## config.mk

```make
export PLATFORM = sky130hd
export DESIGN_NAME = dma_chan_ctl
export DESIGN_NICKNAME = d
export VERILOG_FILES = /design/src/rtl/dma_chan_ctl_pkg.sv /design/src/rtl/dma_chan_ctl_regs.sv /design/src/rtl/dma_chan_dest_step.sv /design/src/rtl/dma_chan_req_latch.sv /design/src/rtl/dma_chan_ctl.sv
export SDC_FILE = /design/constraint.sdc
export NUM_CORES = 1
export LEC_CHECK = 0
export ABC_AREA = 0
export ABC_CLOCK_PERIOD_IN_PS = 5700
export BUFFER_PORTS_ARGS = -buffer_cell sky130_fd_sc_hd__buf_2
export CORE_AREA = 2 2 126 128
export CTS_CLUSTER_DIAMETER = 200
export DETAILED_ROUTE_END_ITERATION = 10
export DIE_AREA = 0 0 128 130
export PLACE_DENSITY = 0.56
export SYNTH_ARGS = -nofsm -noshare
export SYNTH_HDL_FRONTEND = slang
export SYNTH_SLANG_ARGS = --single-unit
```

## constraint.sdc

```tcl
create_clock -name clk -period 5.7 [get_ports clk]
set_input_delay 0.285 -clock clk [delete_from_list [all_inputs] [get_ports clk]]
set_output_delay 0.285 -clock clk [all_outputs]
set_load 0.02 [all_outputs]
```

## src/rtl/dma_chan_ctl_pkg.sv

```systemverilog
// Package: register indices and control byte layout shared by the channel
// control block, its submodules and its checker.
package dma_chan_ctl_pkg;

    localparam int SEL_W = 3;
    localparam int NSRC  = 1 << SEL_W;

    localparam logic [1:0] REG_CTL  = 2'd0;
    localparam logic [1:0] REG_CEN  = 2'd1;
    localparam logic [1:0] REG_DEST = 2'd2;

    // Control byte, MSB first: master enable at bit 7, select at bits 2:0.
    typedef struct packed {
        logic             run_en;
        logic             spare;
        logic             step_dn;
        logic             step_en;
        logic             blk_side;
        logic [SEL_W-1:0] src_sel;
    } ctl_byte_t;

endpackage

```

## src/rtl/dma_chan_ctl_regs.sv

```systemverilog
// Control byte, arming flag and channel enable.
// Assumes one bus operation per cycle; a write outranks a read.
// The master enable is set only after an arming read; nmi clears it and
// wins over a write; standby clears the whole control byte.
module dma_chan_ctl_regs
    import dma_chan_ctl_pkg::*;
(
    input  logic       clk,
    input  logic       rst_n,
    input  logic       standby,
    input  logic       nmi,
    input  logic       rd,
    input  logic       wr,
    input  logic [1:0] addr,
    input  logic [7:0] wbyte,
    output ctl_byte_t  ctl_q,
    output logic       cen_q,
    output logic       arm_q
);

    logic ctl_wr;
    logic ctl_rd;

    always_comb begin
        // Decode accesses to the control byte.
        ctl_wr = wr && (addr == REG_CTL);
        ctl_rd = rd && !wr && (addr == REG_CTL);
    end

    // Channel enable: reset only, untouched by standby.
    always_ff @(posedge clk) begin
        if (!rst_n) begin
            cen_q <= 1'b0;
        end else if (wr && (addr == REG_CEN)) begin
            cen_q <= wbyte[0];
        end
    end

    // Control byte and arming flag with nmi and standby overrides.
    always_ff @(posedge clk) begin
        if (!rst_n) begin
            ctl_q <= '0;
            arm_q <= 1'b0;
        end else if (standby) begin
            ctl_q <= '0;
            arm_q <= 1'b0;
        end else begin
            if (ctl_wr) begin
                ctl_q.spare    <= wbyte[6];
                ctl_q.step_dn  <= wbyte[5];
                ctl_q.step_en  <= wbyte[4];
                ctl_q.blk_side <= wbyte[3];
                ctl_q.src_sel  <= wbyte[SEL_W-1:0];
            end
            if (nmi) begin
                ctl_q.run_en <= 1'b0;
            end else if (ctl_wr) begin
                ctl_q.run_en <= wbyte[7] & (ctl_q.run_en | arm_q);
            end
            if (nmi || wr) begin
                arm_q <= 1'b0;
            end else if (ctl_rd) begin
                arm_q <= ~ctl_q.run_en;
            end
        end
    end

endmodule

```

## src/rtl/dma_chan_dest_step.sv

```systemverilog
// Destination address register.
// A load has priority over a step; a step moves by STEP up or down,
// wrapping modulo 2^WIDTH. Assumes advance is already gated by activity.
module dma_chan_dest_step #(
    parameter int WIDTH = 32,
    parameter int STEP  = 1
) (
    input  logic             clk,
    input  logic             rst_n,
    input  logic             load,
    input  logic [WIDTH-1:0] load_val,
    input  logic             advance,
    input  logic             down,
    output logic [WIDTH-1:0] addr_q
);

    localparam logic [WIDTH-1:0] STEP_V = WIDTH'(STEP);

    logic [WIDTH-1:0] stepped;

    always_comb begin
        // Next address for one step in the selected direction.
        stepped = down ? (addr_q - STEP_V) : (addr_q + STEP_V);
    end

    // Hold, load or step the address.
    always_ff @(posedge clk) begin
        if (!rst_n) begin
            addr_q <= '0;
        end else if (load) begin
            addr_q <= load_val;
        end else if (advance) begin
            addr_q <= stepped;
        end
    end

endmodule

```

## src/rtl/dma_chan_req_latch.sv

```systemverilog
// Held transfer request. Picks one activation line by the select field;
// a new request wins over a same-cycle serve; standby drops the request.
// Assumes serve is already gated by channel activity, so a suspended
// channel keeps its request.
module dma_chan_req_latch
    import dma_chan_ctl_pkg::*;
(
    input  logic             clk,
    input  logic             rst_n,
    input  logic             standby,
    input  logic [NSRC-1:0]  act_src,
    input  logic [SEL_W-1:0] sel,
    input  logic             serve,
    output logic             pend_q
);

    logic [NSRC-1:0] hit_vec;
    logic            hit;

    // One match term per activation source.
    for (genvar g = 0; g < NSRC; g++) begin : g_src
        assign hit_vec[g] = act_src[g] && (sel == SEL_W'(g));
    end

    always_comb begin
        // Any selected line raised.
        hit = |hit_vec;
    end

    // Set, serve or hold the request.
    always_ff @(posedge clk) begin
        if (!rst_n) begin
            pend_q <= 1'b0;
        end else if (standby) begin
            pend_q <= 1'b0;
        end else if (hit) begin
            pend_q <= 1'b1;
        end else if (serve) begin
            pend_q <= 1'b0;
        end
    end

endmodule

```

## src/rtl/dma_chan_ctl.sv

```systemverilog
// Single DMA channel control: register port, enable gating, NMI suspend,
// destination stepping and request holding. Assumes DATA_W >= 8, a
// synchronous active-low reset and single-cycle bus strobes.
module dma_chan_ctl
    import dma_chan_ctl_pkg::*;
#(
    parameter int DATA_W = 32,
    parameter int STEP   = 1
) (
    input  logic              clk,
    input  logic              rst_n,
    input  logic              standby,
    input  logic              nmi,
    input  logic              bus_rd,
    input  logic              bus_wr,
    input  logic [1:0]        bus_addr,
    input  logic [DATA_W-1:0] bus_wdata,
    output logic [DATA_W-1:0] bus_rdata,
    input  logic [NSRC-1:0]   act_src,
    input  logic              xfer_done,
    output logic              chan_active,
    output logic              xfer_req,
    output logic [DATA_W-1:0] dest_addr
);

    ctl_byte_t ctl_q;
    logic      cen_q;
    logic      arm_q;
    logic      pend_q;
    logic      dest_load;
    logic      serve;
    logic      advance;

    dma_chan_ctl_regs u_regs (
        .clk     (clk),
        .rst_n   (rst_n),
        .standby (standby),
        .nmi     (nmi),
        .rd      (bus_rd),
        .wr      (bus_wr),
        .addr    (bus_addr),
        .wbyte   (bus_wdata[7:0]),
        .ctl_q   (ctl_q),
        .cen_q   (cen_q),
        .arm_q   (arm_q)
    );

    always_comb begin
        // Channel gating and the per-transfer strobes derived from it.
        chan_active = ctl_q.run_en & cen_q;
        dest_load   = bus_wr && (bus_addr == REG_DEST);
        serve       = xfer_done && chan_active;
        advance     = serve && ctl_q.step_en;
    end

    dma_chan_dest_step #(
        .WIDTH (DATA_W),
        .STEP  (STEP)
    ) u_dest (
        .clk      (clk),
        .rst_n    (rst_n),
        .load     (dest_load),
        .load_val (bus_wdata),
        .advance  (advance),
        .down     (ctl_q.step_dn),
        .addr_q   (dest_addr)
    );

    dma_chan_req_latch u_req (
        .clk     (clk),
        .rst_n   (rst_n),
        .standby (standby),
        .act_src (act_src),
        .sel     (ctl_q.src_sel),
        .serve   (serve),
        .pend_q  (pend_q)
    );

    always_comb begin
        // Request output is masked while suspended.
        xfer_req = pend_q & chan_active;
    end

    always_comb begin
        // Register read multiplexer.
        bus_rdata = '0;
        case (bus_addr)
            REG_CTL:  bus_rdata = DATA_W'(ctl_q);
            REG_CEN:  bus_rdata = DATA_W'(cen_q);
            REG_DEST: bus_rdata = dest_addr;
            default:  bus_rdata = '0;
        endcase
    end

endmodule

```

[Yosys cells after proc, flatten, opt, wreduce, memory -nomap -nowiden]
Index checks and enable logic that the tools add are counted.
Storage, ports and cells
  bits in registers: 43
  word-level logic and storage cells: 58
Operators by class
  equal/unequal tests: 9
  reduce and logical (&&, ||, !) cells: 25
  bitwise operators: 6
  add/sub/neg operators: 2
  muxes and demuxes: 6
Operator list (number)
  32-bit two-way mux: 3
  32-bit case mux with 3 select lines: 1
  32-bit by 1-bit adder with 32-bit output (second input constant): 1
  32-bit by 1-bit subtractor with 32-bit output (second input constant): 1
  1-bit logical AND: 15
  3-bit equality test (second input constant): 4
  8-bit OR reduction: 1
  3-bit by 2-bit equality test with 1-bit output (second input constant): 2
  3-bit OR reduction: 2
  2-bit nonzero test: 2
  1-bit bitwise AND: 3
  3-bit by 1-bit equality test with 1-bit output (second input constant): 1
  3-bit logical NOT: 1
  2-bit by 1-bit equality test with 1-bit output (second input constant): 1
  2-bit equality test (second input constant): 1
  2-bit logical NOT: 1
  1-bit two-way mux: 2
  1-bit NOT: 2
  2-bit OR reduction: 1
  1-bit logical NOT: 1
  1-bit logical OR: 1
  1-bit OR: 1

[Logic depth before layout (Yosys ltp)]
  depth after elaboration: 5
  depth in mapped cells: 10
  mapped depth without buffers: 9

[Hierarchy]
A second synthesis with hierarchy kept.
Second synthesis, totals
  cell total of the unflattened synthesis: 536
  area, all modules: 4120.2 um2
By module, submodules not included
  dma_chan_dest_step: area each 3228.1 um2, sequential area each 640.6 um2, instances 1, cells an instance 437
  dma_chan_ctl_regs: area each 409.1 um2, sequential area each 200.2 um2, instances 1, cells an instance 38
  dma_chan_ctl: area each 374.1 um2, sequential area each 0.0 um2, instances 1, cells an instance 51
  dma_chan_req_latch: area each 108.9 um2, sequential area each 20.0 um2, instances 1, cells an instance 10

[Worst setup path after synthesis]
No wires, ideal clock.
  path type: flip-flop to flip-flop
  from: reg u_regs.ctl_q[5] (netlist name)
  to: reg u_dest.addr_q[28]
  path buffers: 1
  library setup time: 0.137 ns
  cell stages (with the launch flop): 11
  required time: 5.563 ns
  data arrival time: 2.816 ns
  clock period less this slack: 2.953 ns
  path slack: 2.747 ns
  path through: dfxtp_1 -> ha_1 -> buf_2 -> a21o_1 -> a21o_1 -> a2111oi_1 -> a21oi_2 -> a21boi_2 -> o41ai_2 -> xnor2_1 -> a31oi_1
Between the ends
  word-level cells in the longest chain between the ends: 3
Ends and longest elaborated chain
  32-bit two-way mux: line dma_chan_dest_step.sv:23  | stepped = down ? (addr_q - STEP_V) : (addr_q + STEP_V);
  32-bit two-way mux: line dma_chan_dest_step.sv:32  | end else if (advance) begin
  32-bit two-way mux: line dma_chan_dest_step.sv:30  | end else if (load) begin
  end signal: assignment: line dma_chan_dest_step.sv:31  | addr_q <= load_val;
  end signal: assignment: line dma_chan_dest_step.sv:33  | addr_q <= stepped;
  end: declaration: line dma_chan_dest_step.sv:14  | output logic [WIDTH-1:0] addr_q
Every way passes these cells. The select of a mux whose other input is x is not followed.
A chain may end at the register's enable or synchronous reset.

[Worst setup path after layout]
  from: reg u_regs.ctl_q[5] (netlist name)
  to: reg u_dest.addr_q[30]
Between the ends
  word-level cells in the longest chain between the ends: 3
Ends and longest elaborated chain (line)
  32-bit two-way mux: dma_chan_dest_step.sv:23
  32-bit two-way mux: dma_chan_dest_step.sv:32
  32-bit two-way mux: dma_chan_dest_step.sv:30
Every way passes these cells. The select of a mux whose other input is x is not followed.

==> flow_summary.ini <==
[power]
power_density_mw_per_mm2 = 170.3
leakage_nw = 2.337
vdd_ir_drop_max_mv = 0.1483

[sta]
hold_violations = 0
tightest_slew_ps = 1016
fmax_mhz = 301.3
setup_viol = 0
setup_ws_ps = 2381
setup_tns_ps = 0
fin_hold_ws_ps = 150.3
maxSlewHeadroom = 0.3197
min_period_over_period = 0.5823
finClkSkew_ps = 7.458
min_period_ps = 3319
slew_viol_final = 0
rsz0062_at_grt = false

[floorplanning]
fp-row-count = 46
initial_utilization = 0.2543
die-height_microns = 130
core-area_sq_mm = 0.01542
dieArea_sq_mm = 0.01664
die_x_microns = 128
ios = 115

[setup_path]
worstSetupPathType = flip-flop to flip-flop
path_max_fanout = 21
start_kind = flip-flop
required_ps = 5880
arrival_ps = 3500
critPathCaptureType = flip-flop

[placed_design]
hpwlAfterDp_mm = 8.774
io_buffers = 114
place_ws_ps = 2298
place_congestion = 0.8377

[worst_hold_path]
hp-class = primary input to flip-flop

[cts]
numCtsBuffers = 5
clk_pin_slew_worst_paths_ps = 70
post_cts_buffers = 0
clockBufferDepth = 2
cts_sinks = 43
holdBufCountCts = 0
post_cts_resized = 0
clkLatencyLatePin_ps = 300
cts_root_buf = clkbuf_16
h-tree-depth = 2
tritoncts = done

[finish]
register_area_sq_um = 860.8
nNetsFinal = 675
n_fill_cell = 1691
drive_gt1_frac = 0.2403
multi_input_area_sq_mm = 0.002919
diodes = 0
synthToLayoutAreaGrowth_pct = 22.23

[synthesis]
postSynthAreaPerCell_sq_um = 7.783
netlist_area_sq_mm = 0.003923
synth_area_leaders = dfxtp_1, ha_1, a21oi_1
synth.most_common_cell = nand2_1
synth_cells = 504
synth-seq-cells = 43
ys_types = 58
synth_top_area_frac = 0.2195
synth-main-ff-cell = dfxtp_1
synth_common_cells = nand2_1, a21oi_1, dfxtp_1
synth-edff-count = 0
ys_warn_count = 0
async_flop_share = 0
yosysTopAreaCell = dfxtp_1
syn-num-nets = 584
ys_seq_area_frac = 0.2195

[run_status]
status = finished, final reports clean

[drt]
drt_iter0_markers = 185
drc = 0
drt-total-wl_mm = 11.52
drtAntennaViolNets = 0
firstDrtPassIters = 4
wl_per_cell_microns = 14.64
num_vias = 3946
viasPerCell = 5.014

[grt]
grt_overflow_total = 0
grt_max_degree = 42
grt_pass1_wl_mm = 18.83
grt_pass1_vias = 3827
groute.usage.overall = 0.1402
antenna_found_initial = 0

[flow_run]
maxCapViolCount = 0
-- logic make-up (layout without fill, tap and decap cells) --
kind of cell / after synthesis / in the layout / synth area share
AO/OA/AOI/OAI: 168 / 168 / 0.2960
XOR/XNOR: 29 / 29 / 0.06475
adder cells (fa/ha/maj): 31 / 31 / 0.1008
buffers and inverters: 37 / 128 / 0.03700
flip-flops: 43 / 43 / 0.2195
multiplexers: 20 / 20 / 0.05741
AND/OR/NAND/NOR: 176 / 176 / 0.2246
-- registers in the layout, indices dropped and copies added, names as in the netlist --
signal / cells
u_regs.cen_q: 1
u_dest.addr_q: 32
u_req.pend_q: 1
u_regs.arm_q: 1
u_regs.ctl_q: 8
-- cell usage in the layout, fill, tap and decap left out, types with 2 or more instances in the layout --
cell type  instances
ha_1              30
buf_4              4
mux4_2             2
o21ai_0           26
a31oi_1            9
or3_1              3
o22ai_1            4
a21oi_1           47
nor3b_1            2
a21boi_0           3
mux2i_1           18
o21a_1             4
o21ai_2            2
a211oi_1           2
and3_1             4
nor2b_1            6
a211o_2            2
o31ai_1            2
nand2_1           58
o211ai_1          18
clkbuf_16          5
nor2_1            35
and2_1            28
a21oi_2            2
nor3_1             5
o21bai_1           3
and4_1             2
nand4_1            9
dfxtp_1           43
nand3_1           16
inv_1              3
xor2_1            12
a21o_1            18
buf_2            114
xnor2_1           17
o211a_1           12
-- through the flow --
stage	power (W)	instance area, sq um	util	cells
4_1_cts	0.0008274	4795	0.3108	787
6_report	0.0008165	4795	0.3108	787
3_3_place_gp	0.0004873	4632	0.3003	780
3_5_place_dp	0.0004871	4632	0.3003	780
2_1_floorplan	0.0004321	3923	-	504
5_1_grt	0.0008574	4795	0.3108	787
-- report_power, final --
group | switching, W | internal (W) | leakage, nW
Sequential | 0.0000155 | 0.000313 | 0.351
Clock | 0.000132 | 0.000205 | 0.0759
Combinational | 0.0000907 | 0.0000611 | 1.91
Total | 0.000238 | 0.000578 | 2.34
-- worst max-delay path, stage by stage, from the launching register on --
cell and delay, ps:
dfxtp_1 860, buf_4 350, ha_1 310, a21oi_1 300
o22ai_1 140, o21ai_0 290, nand2_1 80, o211ai_1 350
a31oi_1 190, xnor2_1 200, o211ai_1 100
-- metal layers --
layer  track usage  share of wire  vias up
met2        0.2318           0.45       99
met3       0.02501          0.042       12
li1              -              -     2023
met1        0.1868           0.49     1812
met5             0              0        -
met4       0.04331          0.014        0
-- layout make-up --
type / instances / area share
well taps: 192 / 0.05010
multi-input cells: 424 / 0.6088
flip-flops and latches: 43 / 0.1795
clock inverters: 2 / 0.007829
clock buffers: 5 / 0.02610
inverters: 3 / 0.002349
repair buffers: 118 / 0.1253
-- final timing paths --
kind | cells past startpoint | slack [ps] | from | to
worst max-delay path | 10 | 2380 | u_regs.ctl_q[5] | u_dest.addr_q[30]
worst min-delay path | 2 | 150 | nmi | u_regs.arm_q
worst max register to register | 10 | 2380 | u_regs.ctl_q[5] | u_dest.addr_q[30]
worst min register to register | 2 | 470 | u_req.pend_q | u_req.pend_q
No activity file was read; power rests on OpenSTA's default activity.
